<file path="src/rtl/scl_prescaler_pkg.sv">
package scl_prescaler_pkg;

  // Control decisions handed to the counter datapath each cycle
  typedef struct packed {
    logic clear;      // zero every counter
    logic stepB;      // first stage wrapped, advance second stage
    logic stepPhase;  // both stages wrapped, advance the phase sequencer
  } prescStrobes_t;

  // End-of-count flags reported back by the datapath
  typedef struct packed {
    logic endA;
    logic endB;
  } prescStatus_t;

endpackage

</file>
<file path="src/rtl/scl_presc_datapath.sv">
module scl_presc_datapath
  import scl_prescaler_pkg::*;
#(
  parameter int A_W        = 2,
  parameter int B_W        = 6,
  parameter int HALF_TICKS = 11,
  parameter int PHASE_W    = $clog2(2 * HALF_TICKS)
) (
  input  logic               clk,
  input  logic               rstN,
  input  logic [A_W-1:0]     divA,
  input  logic [B_W-1:0]     divB,
  input  prescStrobes_t      strobes,
  output prescStatus_t       status,
  output logic [PHASE_W-1:0] phase
);

  localparam int PERIOD = 2 * HALF_TICKS;
  localparam logic [PHASE_W-1:0] LAST_PHASE = PHASE_W'(PERIOD - 1);

  logic [A_W-1:0] cntA;
  logic [B_W-1:0] cntB;

  assign status.endA = (cntA == divA);
  assign status.endB = (cntB == divB);

  always_ff @(posedge clk or negedge rstN) begin
    if (!rstN) begin
      cntA  <= '0;
      cntB  <= '0;
      phase <= '0;
    end else if (strobes.clear) begin
      cntA  <= '0;
      cntB  <= '0;
      phase <= '0;
    end else if (strobes.stepPhase) begin
      cntA  <= '0;
      cntB  <= '0;
      phase <= (phase == LAST_PHASE) ? '0 : phase + 1'b1;
    end else if (strobes.stepB) begin
      cntA <= '0;
      cntB <= cntB + 1'b1;
    end else begin
      cntA <= cntA + 1'b1;
    end
  end

endmodule

</file>
<file path="src/rtl/scl_presc_ctrl.sv">
module scl_presc_ctrl
  import scl_prescaler_pkg::*;
#(
  parameter int CTRL_W     = 16,
  parameter int A_W        = 2,
  parameter int B_W        = 6,
  parameter int A_LSB      = 14,
  parameter int B_LSB      = 8,
  parameter int HALF_TICKS = 11,
  parameter int PHASE_W    = $clog2(2 * HALF_TICKS)
) (
  input  logic               clk,
  input  logic               rstN,
  input  logic               enable,
  input  logic               busIdle,
  input  logic [CTRL_W-1:0]  ctrlWord,
  input  prescStatus_t       status,
  input  logic [PHASE_W-1:0] phase,
  output logic [A_W-1:0]     divA,
  output logic [B_W-1:0]     divB,
  output prescStrobes_t      strobes,
  output logic               sclOut,
  output logic               driveTick,
  output logic               sampleTick
);

  localparam logic [PHASE_W-1:0] HIGH_START = PHASE_W'(HALF_TICKS);
  localparam logic [PHASE_W-1:0] DRIVE_POS  = PHASE_W'(HALF_TICKS / 2);
  localparam logic [PHASE_W-1:0] SAMPLE_POS = PHASE_W'(HALF_TICKS + HALF_TICKS / 2);

  logic [A_W-1:0] fieldA;
  logic [B_W-1:0] fieldB;
  logic           loadNow;

  assign fieldA  = ctrlWord[A_LSB +: A_W];
  assign fieldB  = ctrlWord[B_LSB +: B_W];
  assign loadNow = busIdle && ((fieldA != divA) || (fieldB != divB));

  // Shadow copies of the divider fields, refreshed only while idle
  always_ff @(posedge clk or negedge rstN) begin
    if (!rstN) begin
      divA <= '0;
      divB <= '0;
    end else if (loadNow) begin
      divA <= fieldA;
      divB <= fieldB;
    end
  end

  always_comb begin
    strobes.clear     = !enable || loadNow;
    strobes.stepB     = !strobes.clear && status.endA;
    strobes.stepPhase = strobes.stepB && status.endB;
  end

  assign sclOut     = enable ? (phase >= HIGH_START) : 1'b1;
  assign driveTick  = strobes.stepPhase && (phase == DRIVE_POS);
  assign sampleTick = strobes.stepPhase && (phase == SAMPLE_POS);

endmodule

</file>
<file path="src/rtl/scl_prescaler.sv">
module scl_prescaler
  import scl_prescaler_pkg::*;
#(
  parameter int CTRL_W     = 16,
  parameter int A_W        = 2,
  parameter int B_W        = 6,
  parameter int A_LSB      = 14,
  parameter int B_LSB      = 8,
  parameter int HALF_TICKS = 11
) (
  input  logic              clk,
  input  logic              rstN,
  input  logic              enable,
  input  logic              busIdle,
  input  logic [CTRL_W-1:0] ctrlWord,
  output logic              sclOut,
  output logic              driveTick,
  output logic              sampleTick
);

  localparam int PHASE_W = $clog2(2 * HALF_TICKS);

  logic [A_W-1:0]     divA;
  logic [B_W-1:0]     divB;
  logic [PHASE_W-1:0] phase;
  prescStrobes_t      strobes;
  prescStatus_t       status;

  scl_presc_ctrl #(
    .CTRL_W(CTRL_W), .A_W(A_W), .B_W(B_W), .A_LSB(A_LSB), .B_LSB(B_LSB),
    .HALF_TICKS(HALF_TICKS), .PHASE_W(PHASE_W)
  ) ctrl_i (
    .clk(clk), .rstN(rstN), .enable(enable), .busIdle(busIdle),
    .ctrlWord(ctrlWord), .status(status), .phase(phase),
    .divA(divA), .divB(divB), .strobes(strobes),
    .sclOut(sclOut), .driveTick(driveTick), .sampleTick(sampleTick)
  );

  scl_presc_datapath #(
    .A_W(A_W), .B_W(B_W), .HALF_TICKS(HALF_TICKS), .PHASE_W(PHASE_W)
  ) dp_i (
    .clk(clk), .rstN(rstN), .divA(divA), .divB(divB),
    .strobes(strobes), .status(status), .phase(phase)
  );

endmodule

</file>
<file path="config.mk">
export PLATFORM = sky130hd
export DESIGN_NAME = scl_prescaler
export DESIGN_NICKNAME = d
export VERILOG_FILES = /design/src/rtl/scl_prescaler_pkg.sv /design/src/rtl/scl_presc_datapath.sv /design/src/rtl/scl_presc_ctrl.sv /design/src/rtl/scl_prescaler.sv
export SDC_FILE = /design/constraint.sdc
export NUM_CORES = 1
export LEC_CHECK = 0
export ABC_AREA = 0
export CORE_UTILIZATION = 45
export DETAILED_ROUTE_END_ITERATION = 10
export PLACE_DENSITY = 0.7
export SLEW_MARGIN = 20
export SYNTH_ARGS = -nofsm -noshare
export SYNTH_HDL_FRONTEND = slang
export SYNTH_SLANG_ARGS = --single-unit
</file>
<file path="constraint.sdc">
create_clock -name clk -period 3.1 [get_ports clk]
set_input_delay 0.465 -clock clk [delete_from_list [all_inputs] [get_ports clk]]
set_output_delay 0.465 -clock clk [all_outputs]
set_load 0.005 [all_outputs]
</file>
==> results_dict.tcl, run 1 <==
set metrics [dict create \
    cts_tree "done" \
    status "finished, final reports clean" \
    cts_buffers 3 \
    cts_root_buf "clkbuf_4" \
    syn_nets 146 \
    areaGrowthSynthToFinish_pct 15.6 \
    hold_depth 1 \
    cts_hold_buf 0 \
    fmax_ghz 0.339 \
    multi_input_area_um2 741 \
    tightest_slew_ps 945 \
    p_int_uw 389 \
    yosysSeqAreaShare_pct 40.3 \
    grt_overflow 0 \
    drtAntennaViolNets 0 \
    leakage_nw 0.552 \
    track_usage_pct 19.7 \
    n_fill_cell 258 \
    ctsHtreeMaxLevel 1 \
    initial_utilization_pct 47.2 \
    grt_max_degree 22 \
    clk_pin_slew_worst_paths_ps 120 \
    hp-start "dp_i.cntA[0]$_DFF_PN0_" \
    yosysWarningCount 0 \
    r2r_start "ctrl_i.divA[0]$_DFFE_PN0P_" \
    boundaryPins 23 \
    diodes 0 \
    drive_gt1_share_pct 14.5 \
    relSlewSlack_pct 36.8 \
    port_buffers 14 \
    antenna_found_initial 0 \
    final_nets 163 \
    cts_max_path_buffers 2 \
    r2r_slack_ps 1150 \
    die_width_um 55.8 \
    synth_cell_type_count 33 \
    crit_path_start "ctrlWord[13]" \
    final_util_pct 54.6 \
    clkPwrFrac_pct 25.1 \
    drc_errors 0 \
    startpoint_type "input port" \
    die_h_um 55.8 \
    finalHoldViolCount 0 \
    p_per_area_nw_per_um2 364 \
    p_sw_share_pct 29.1 \
    final_cell_mix "dfrtp_1 (21), clkdlybuf4s50_1 (14), xnor2_1 (12), xor2_1 (11), nor4_1 (9)" \
    cap_viol_max_count 0 \
    fin_skew_ps 1.75 \
    worstHoldEndpoint "dp_i.cntA[0]$_DFF_PN0_" \
    critPathMostFrequentCell "clkdlybuf4s50_1" \
    dp_hpwl_um 2020 \
    clock_latency_ps 320 \
    regArea_um2 526 \
    place.gp.congestion 0.799 \
    die_area_um2 3110 \
    routedWlPerCell_um 16.3 \
    syn_inst 122 \
    critPathMaxFanout 5 \
    cts_resized 0 \
    crit_path_top_delay_cell "clkdlybuf4s50_1" \
    firstDrtPassIters 4 \
    grt_pass1_vias 1022 \
    finalCritPeriodShare_pct 95.1 \
    p_seq_share_pct 55.6 \
    finalMaxSlewViolations 0 \
    netlist_area_um2 1300 \
    drt_first_iter_violations 19 \
    rows 19 \
    crit_chain "clkdlybuf4s50_1, xor2_1, nor4_1, a21boi_2, nor4b_1, clkdlybuf4s50_1" \
    final_common_cell "dfrtp_1" \
    r2r_cells 5 \
    comb_power_share_pct 19.3 \
    max_stage_delay_ps 560 \
    cp.required_ps 2630 \
    rsz0062_at_grt "false" \
    synth-seq-cells 21 \
    vias 1017 \
    clock_sinks 21 \
    critPathKind "in -> out" \
    synth.avg_cell_area_um2 10.7 \
    r2r_end "dp_i.phase[4]$_DFFE_PN0P_" \
    drt-total-wl_um 2750 \
    cp.arrival_ps 2480 \
    fin_crit_ps 2950 \
    grt_pass1_wl_um 4720 \
    coreArea_um2 2760 \
    hp-class "reg -> reg" \
    p_sw_uw 160 \
    endpoint_kind "output pin" \
    setup_violations 0 \
    fin_setup_tns_ps 0 \
    cts_setup_buffers 0 \
    via_per_inst 6.02 \
    ir_drop_uv 274 \
]
[routing by layer]
layer  share of wire (%)  GRT usage, %
met5                   0             0
met4                 1.7          7.50
met3                 3.5          3.49
met2                  51          33.2
met1                  44          25.0
[sequential cells by signal, indices dropped and copies added, names as in the netlist]
name	cells
dp_i.cntB	6
ctrl_i.divA	2
dp_i.cntA	2
ctrl_i.divB	6
dp_i.phase	5
[through the flow]
| step | hold WS (ps) | instance area (µm²) | power [mW] | cells | setup WS (ps) |
|---|---|---|---|---|---|
| after floorplan | 169 | 1300 | 0.375 | 122 | 1070 |
| after global placement | 534 | 1480 | 0.412 | 165 | 195 |
| after detailed placement | 544 | 1480 | 0.417 | 165 | 108 |
| after CTS | 557 | 1510 | 0.551 | 169 | 106 |
| after global routing | 587 | 1510 | 0.573 | 169 | 62.3 |
| final | 555 | 1510 | 0.548 | 169 | 152 |
[worst max-delay path: cells and delay by family]
family	cells	cell delay (ps)
buf+inv	2	1000
simple gates	2	670
xor+xnor	1	180
compound gates	1	170
[Yosys cell counts]
master	n	area share, %
or4b_4	1	1.1
or4_4	1	0.86
nor4b_1	3	2.0
buf_1	1	0.29
nor3_1	2	0.77
a211oi_1	5	2.9
o31ai_1	3	1.7
nand2_1	2	0.58
ha_1	4	3.8
mux2_2	8	6.9
or4_1	1	0.58
nand3_1	5	1.9
nor2_1	6	1.7
buf_2	2	0.77
nor4_1	9	4.3
and4_2	1	0.77
xor2_1	11	7.4
inv_1	3	0.86
dfrtp_1	21	40
o211ai_1	1	0.58
nand4b_1	2	1.3
buf_6	1	0.86
clkbuf_1	1	0.29
a21boi_1	1	0.58
xnor2_1	12	8.1
a211o_1	1	0.67
nor2b_1	1	0.48
and4_1	1	0.67
or4bb_1	1	0.86
nand4_1	2	0.96
o21ai_0	6	2.3
and4b_1	1	0.77
a211oi_2	2	1.9
[power groups by stage]
stage | clock network, mW | registers [mW] | logic (mW)
detailed placement | 0 | 0.311 | 0.106
CTS | 0.138 | 0.306 | 0.107
global placement | 0 | 0.310 | 0.103
global route | 0.149 | 0.308 | 0.116
finish | 0.138 | 0.305 | 0.106
floorplan | 0 | 0.307 | 0.0683
[worst max-delay path by stage]
stage            endpoint  slack (ps)  cells past startpoint
5_1_grt        sampleTick          60                      6
3_3_place_gp   sampleTick         190                      6
6_report        driveTick         150                      6
3_5_place_dp    driveTick         110                      6
2_1_floorplan   driveTick        1070                      5
4_1_cts         driveTick         110                      6
[layout make-up]
| class | instances | share of cell area, % |
|---|---|---|
| Clock buffer | 4 | 1.75 |
| Inverter | 3 | 0.748 |
| Multi-Input combinational cell | 93 | 49.2 |
| Sequential cell | 21 | 34.9 |
| Tap cell | 31 | 2.58 |
| Timing Repair Buffer | 17 | 10.8 |
[kinds of logic (layout without fill, tap and decap cells)]
group / after synthesis / after routing / synth area share, %
buffers and inverters: 8 / 24 / 3.07
muxes: 8 / 8 / 6.92
adders and majority gates: 4 / 4 / 3.84
xor gates and xnor gates: 23 / 23 / 15.5
DFF: 21 / 21 / 40.3
and+or+nand+nor: 39 / 39 / 19.7
AOI/OAI and AO/OA: 19 / 19 / 10.7
No activity file was read; power rests on OpenSTA's default activity.
==> run 2: changes to the inputs <==
--- a/config.mk
+++ b/config.mk
@@ -6,6 +6,7 @@
 export NUM_CORES = 1
 export LEC_CHECK = 0
 export ABC_AREA = 0
+export CORE_MARGIN = 2
 export CORE_UTILIZATION = 45
 export DETAILED_ROUTE_END_ITERATION = 10
 export PLACE_DENSITY = 0.7
==> constraint.sdc (replaced) <==
create_clock -name clk -period 3.05 [get_ports clk]
set_input_delay 0.4575 -clock clk [delete_from_list [all_inputs] [get_ports clk]]
set_output_delay 0.4575 -clock clk [all_outputs]
set_load 0.005 [all_outputs]
==> run 2 against run 1 <==
Power is 1.9% higher. Cell area is 0.58% higher. Critical endpoint is now sampleTick. Register-to-register slack worse by 150 ps. Worst hold slack better by 4.8 ps. Clock power hardly changed. Non-clock buffer count stayed put. Sequential share of layout area is 0.20 points lower. Critical path type unchanged. Clock skew is 11 ps higher. Die area is 7.3% higher. Sequential power is 2% higher. Via count is 1.1% higher.
==> results_dict.tcl, run 2 (same netlist as run 1, synthesis figures left out) <==
set metrics [dict create \
    cp.required_ps 2590 \
    firstDrtPassIters 4 \
    postPlaceCellArea_um2 1480 \
    n_fill_cell 265 \
    final-instance-count-excl-fill 169 \
    relSlewSlack_pct 35.5 \
    r2r_cells 5 \
    leakage_nw 0.552 \
    finalMaxSlewViolations 0 \
    cts_root_buf "clkbuf_4" \
    clk_pin_slew_worst_paths_ps 120 \
    cap_viol_max_count 0 \
    drc_errors 0 \
    final_nets 163 \
    drt-total-wl_um 2810 \
    coreArea_um2 2760 \
    r2r_slack_ps 1000 \
    grt_pass1_vias 1059 \
    diodes 0 \
    drive_gt1_share_pct 15.9 \
    dp_hpwl_um 2020 \
    dp.cells 165 \
    drt_first_iter_violations 32 \
    rows 19 \
    tightest_slew_ps 965 \
    cts_buffers 3 \
    rsz0062_at_grt "false" \
    fin_area_um2 1510 \
    r2r_end "dp_i.phase[4]$_DFFE_PN0P_" \
    grt_overflow 0 \
    clock_sinks 21 \
    boundaryPins 23 \
    final_cell_mix "dfrtp_1 (21), clkdlybuf4s50_1 (14), xnor2_1 (12), xor2_1 (11)" \
    die_width_um 57.8 \
    cp.arrival_ps 2430 \
    areaGrowthSynthToFinish_pct 16.2 \
    max_stage_delay_ps 560 \
    status "finished, final reports clean" \
    cts_max_path_buffers 2 \
    cts_tree "done" \
    via_per_inst 6.08 \
    setup_violations 0 \
    grt_pass1_wl_um 4710 \
    hp-class "reg -> reg" \
    finalCritPeriodShare_pct 94.8 \
    drtAntennaViolNets 0 \
    p_per_area_nw_per_um2 369 \
    die_area_um2 3340 \
    reg_top3 "ctrl_i.divB: 6 flops, dp_i.cntB: 6 flops, dp_i.phase: 5 flops" \
    track_usage_pct 18.2 \
    critPathKind "in -> out" \
    fin_skew_ps 12.3 \
    r2r_start "dp_i.cntA[1]$_DFF_PN0_" \
    critPathMostFrequentCell "clkdlybuf4s50_1" \
    ctsHtreeMaxLevel 1 \
    crit_path_start "ctrlWord[14]" \
    routedWlPerCell_um 16.6 \
    finalHoldViolCount 0 \
    cts_setup_buffers 0 \
    crit_path_top_delay_cell "clkdlybuf4s50_1" \
    antenna_found_initial 0 \
    clock_latency_ps 310 \
    endpoint "sampleTick" \
    place.gp.congestion 0.842 \
    initial_utilization_pct 47.2 \
    vias 1028 \
    cts_hold_buf 0 \
    fin_crit_ps 2890 \
    startpoint_type "input port" \
    endpoint_kind "output pin" \
    die_h_um 57.8 \
    hold_slack_ps 559 \
    fin_setup_tns_ps 0 \
    fmax_ghz 0.346 \
    final_common_cell "dfrtp_1" \
    ir_drop_uv 266 \
    grt_max_degree 22 \
    port_buffers 14 \
    crit_chain "clkdlybuf4s50_1, xor2_1, nor4_2, a21boi_2, nor4b_1, clkdlybuf4s50_1" \
    critPathMaxFanout 5 \
]
[run 2: cell counts in the layout (fill, tap and decap cells not counted)]
No cell type changed its count.
[run 2: worst max-delay path: cells and delay by family]
| kind | cells | cell delay, ps |
|---|---|---|
| buffers and inverters | 2 | 990 |
| xor gates and xnor gates | 1 | 160 |
| and+or+nand+nor | 2 | 660 |
| AOI/OAI and AO/OA | 1 | 160 |
[run 2: metal layers]
| metal | GRT usage [%] | share of wire (%) |
|---|---|---|
| met2 | 33.3 | 52 |
| met1 | 22.1 | 44 |
| met5 | 0 | 0 |
| met4 | 2.99 | 0.28 |
| met3 | 4.02 | 4.2 |
[run 2: timing repair]
item                       in CTS  in global routing
gates resized for setup         0                  2
hold endpoints to repair        0                  0
setup endpoints to repair       0                  2
[run 2: cell type report]
class                   count  area (µm²)  share of cell area (%)
clock buffers               4        26.3                    1.74
repair buffers             17         163                    10.7
flip-flops and latches     21         526                    34.7
multi-input cells          93         749                    49.5
inverters                   3        11.3                   0.744
well taps                  31        38.8                    2.56
[run 2: worst min-delay path by stage]
stage,start,end,slack [ps],cells past startpoint
floorplan,rstN,ctrl_i.divA[0]$_DFFE_PN0P_,160,0
global placement,dp_i.cntA[0]$_DFF_PN0_,dp_i.cntA[0]$_DFF_PN0_,530,1
detailed placement,dp_i.cntA[0]$_DFF_PN0_,dp_i.cntA[0]$_DFF_PN0_,540,1
CTS,dp_i.cntA[0]$_DFF_PN0_,dp_i.cntA[0]$_DFF_PN0_,560,1
global route,dp_i.cntA[0]$_DFF_PN0_,dp_i.cntA[0]$_DFF_PN0_,600,1
finish,dp_i.cntA[0]$_DFF_PN0_,dp_i.cntA[0]$_DFF_PN0_,560,1
[run 2: metrics by stage]
stage                     utilization (%)  total power [mW]  worst slack, ps
final                                54.9             0.559              159
after global routing                 54.9             0.591             18.4
after CTS                            54.6             0.561              102
after detailed placement             53.6             0.425              125
after global placement               53.6             0.419              157
after floorplan                         -             0.381             1040
[run 2: power breakdown]
part,internal [mW],switching [mW]
registers,0.292,0.0186
logic,0.0523,0.0590
clock network,0.0511,0.0858
==> run 3: changes to the inputs <==
--- a/config.mk
+++ b/config.mk
@@ -6,10 +6,13 @@
 export NUM_CORES = 1
 export LEC_CHECK = 0
 export ABC_AREA = 0
+export CORE_ASPECT_RATIO = 0.8
 export CORE_MARGIN = 2
 export CORE_UTILIZATION = 45
 export DETAILED_ROUTE_END_ITERATION = 10
+export GPL_ROUTABILITY_DRIVEN = 0
 export PLACE_DENSITY = 0.7
+export SKIP_LAST_GASP = 1
 export SLEW_MARGIN = 20
 export SYNTH_ARGS = -nofsm -noshare
 export SYNTH_HDL_FRONTEND = slang
==> run 3 against run 2 <==
Die area is essentially flat. Global-route usage shrank 0.25 points. Clock skew shrank 0.57 ps. Fmax shrank 1.0%. Critical path type unchanged.
==> results_dict.tcl, run 3 (same netlist as run 1, synthesis figures left out) <==
set metrics [dict create \
    cts_max_path_buffers 2 \
    r2r_cells 5 \
    grt_pass1_vias 995 \
    hp-class "reg -> reg" \
    tightest_slew_ps 950 \
    p_per_area_nw_per_um2 367 \
    final_common_cell "dfrtp_1" \
    rows 17 \
    fin_setup_tns_ps 0 \
    cts_tree "done" \
    coreArea_um2 2770 \
    cp.arrival_ps 2460 \
    grt_overflow 0 \
    antenna_found_initial 0 \
    drt_first_iter_violations 37 \
    critPathMostFrequentCell "clkdlybuf4s50_1" \
    boundaryPins 23 \
    port_buffers 14 \
    die_width_um 64.2 \
    finalHoldViolCount 0 \
    grt_max_degree 22 \
    reg_top3 "ctrl_i.divB: 6 flops, dp_i.cntB: 6 flops, dp_i.phase: 5 flops" \
    clock_latency_ps 310 \
    clk_pin_slew_worst_paths_ps 130 \
    cts_buffers 3 \
    crit_chain "clkdlybuf4s50_1, xor2_1, nor4_1, a21boi_2, nor4b_1, clkdlybuf4s50_1" \
    via_per_inst 5.68 \
    track_usage_pct 17.9 \
    firstDrtPassIters 4 \
    initial_utilization_pct 47.1 \
    endpoint_kind "output pin" \
    final_cell_mix "dfrtp_1 (21), clkdlybuf4s50_1 (14), xnor2_1 (12), xor2_1 (11), nor4_1 (9)" \
    setup_violations 0 \
    ir_drop_uv 242 \
    die_h_um 52.1 \
    routedWlPerCell_um 15.1 \
    drc_errors 0 \
    vias 1006 \
    clock_sinks 21 \
    max_stage_delay_ps 560 \
    hold_depth 1 \
    drive_gt1_share_pct 16.5 \
    die_area_um2 3340 \
    fin_skew_ps 11.7 \
    cts_hold_buf 0 \
    status "finished, final reports clean" \
    fin_crit_ps 2920 \
    path_depth 6 \
    cts_resized 0 \
    cp.required_ps 2590 \
    areaGrowthSynthToFinish_pct 17.1 \
    relSlewSlack_pct 36.5 \
    rsz0062_at_grt "false" \
    fmax_ghz 0.342 \
    drtAntennaViolNets 0 \
    critPathKind "in -> out" \
    ctsHtreeMaxLevel 1 \
    cts_root_buf "clkbuf_4" \
    final_nets 164 \
    hold_slack_ps 553 \
    leakage_nw 0.559 \
    finalCritPeriodShare_pct 95.7 \
    cts_setup_buffers 0 \
    drt-total-wl_um 2680 \
    finalMaxSlewViolations 0 \
    crit_family "buffers and inverters" \
    dp_hpwl_um 1950 \
    cap_viol_max_count 0 \
    startpoint_type "input port" \
    grt_pass1_wl_um 4550 \
    diodes 0 \
    crit_buf_inv 2 \
    critPathMaxFanout 3 \
    crit_path_top_delay_cell "clkdlybuf4s50_1" \
]
## run 3: worst paths after layout
path,startpoint,to,slack (ps)
max,ctrlWord[14],sampleTick,130
min reg2reg,dp_i.cntA[0]$_DFF_PN0_,dp_i.cntA[0]$_DFF_PN0_,550
min in group asynchronous,rstN,ctrl_i.divB[0]$_DFFE_PN0P_,650
max in group asynchronous,rstN,dp_i.cntB[4]$_DFFE_PN0P_,1810
min,dp_i.cntA[0]$_DFF_PN0_,dp_i.cntA[0]$_DFF_PN0_,550
max reg2reg,ctrl_i.divA[0]$_DFFE_PN0P_,dp_i.phase[4]$_DFFE_PN0P_,1080
## run 3: where the power goes
part / switching, mW / leakage [nW] / internal [mW]
clock: 0.0897 / 0.0177 / 0.0490
combinational: 0.0583 / 0.268 / 0.0527
sequential: 0.0176 / 0.274 / 0.292
## run 3: worst register-to-register path, delay by kind of cell (launching register included)
family,cells,cell delay [ps]
AOI/OAI and AO/OA,1,230
xor gates and xnor gates,1,290
buffers and inverters,1,220
DFF,1,450
and+or+nand+nor,2,690
## run 3: area by class of cell
class / instances / area (µm²)
Clock buffer: 3 / 22.5
Clock inverter: 1 / 5.00
Fill cell: 240 / 1240
Inverter: 3 / 11.3
Multi-Input combinational cell: 93 / 743
Sequential cell: 21 / 526
Tap cell: 38 / 47.5
Timing Repair Buffer: 18 / 170
## run 3: stage by stage
stage	worst slack, ps	instances	power, mW	instance area [µm²]	utilization, %
final	130	177	0.559	1530	55.2
after global routing	0.906	177	0.587	1530	55.2
after CTS	134	177	0.561	1520	55.1
after detailed placement	148	173	0.425	1500	54.1
after global placement	175	173	0.420	1500	54.1
after floorplan	1040	122	0.381	1300	-
## run 3: layer usage
layer  part of all wire [%]  wire length [µm]  GRT usage, %  up-vias
li1                       -                 -             -      493
met1                     49              1310          24.4      486
met2                     46              1220          28.3       25
met3                    4.8               129          4.33        2
met4                   0.63                17          5.67        0
met5                      0                 0             0        -
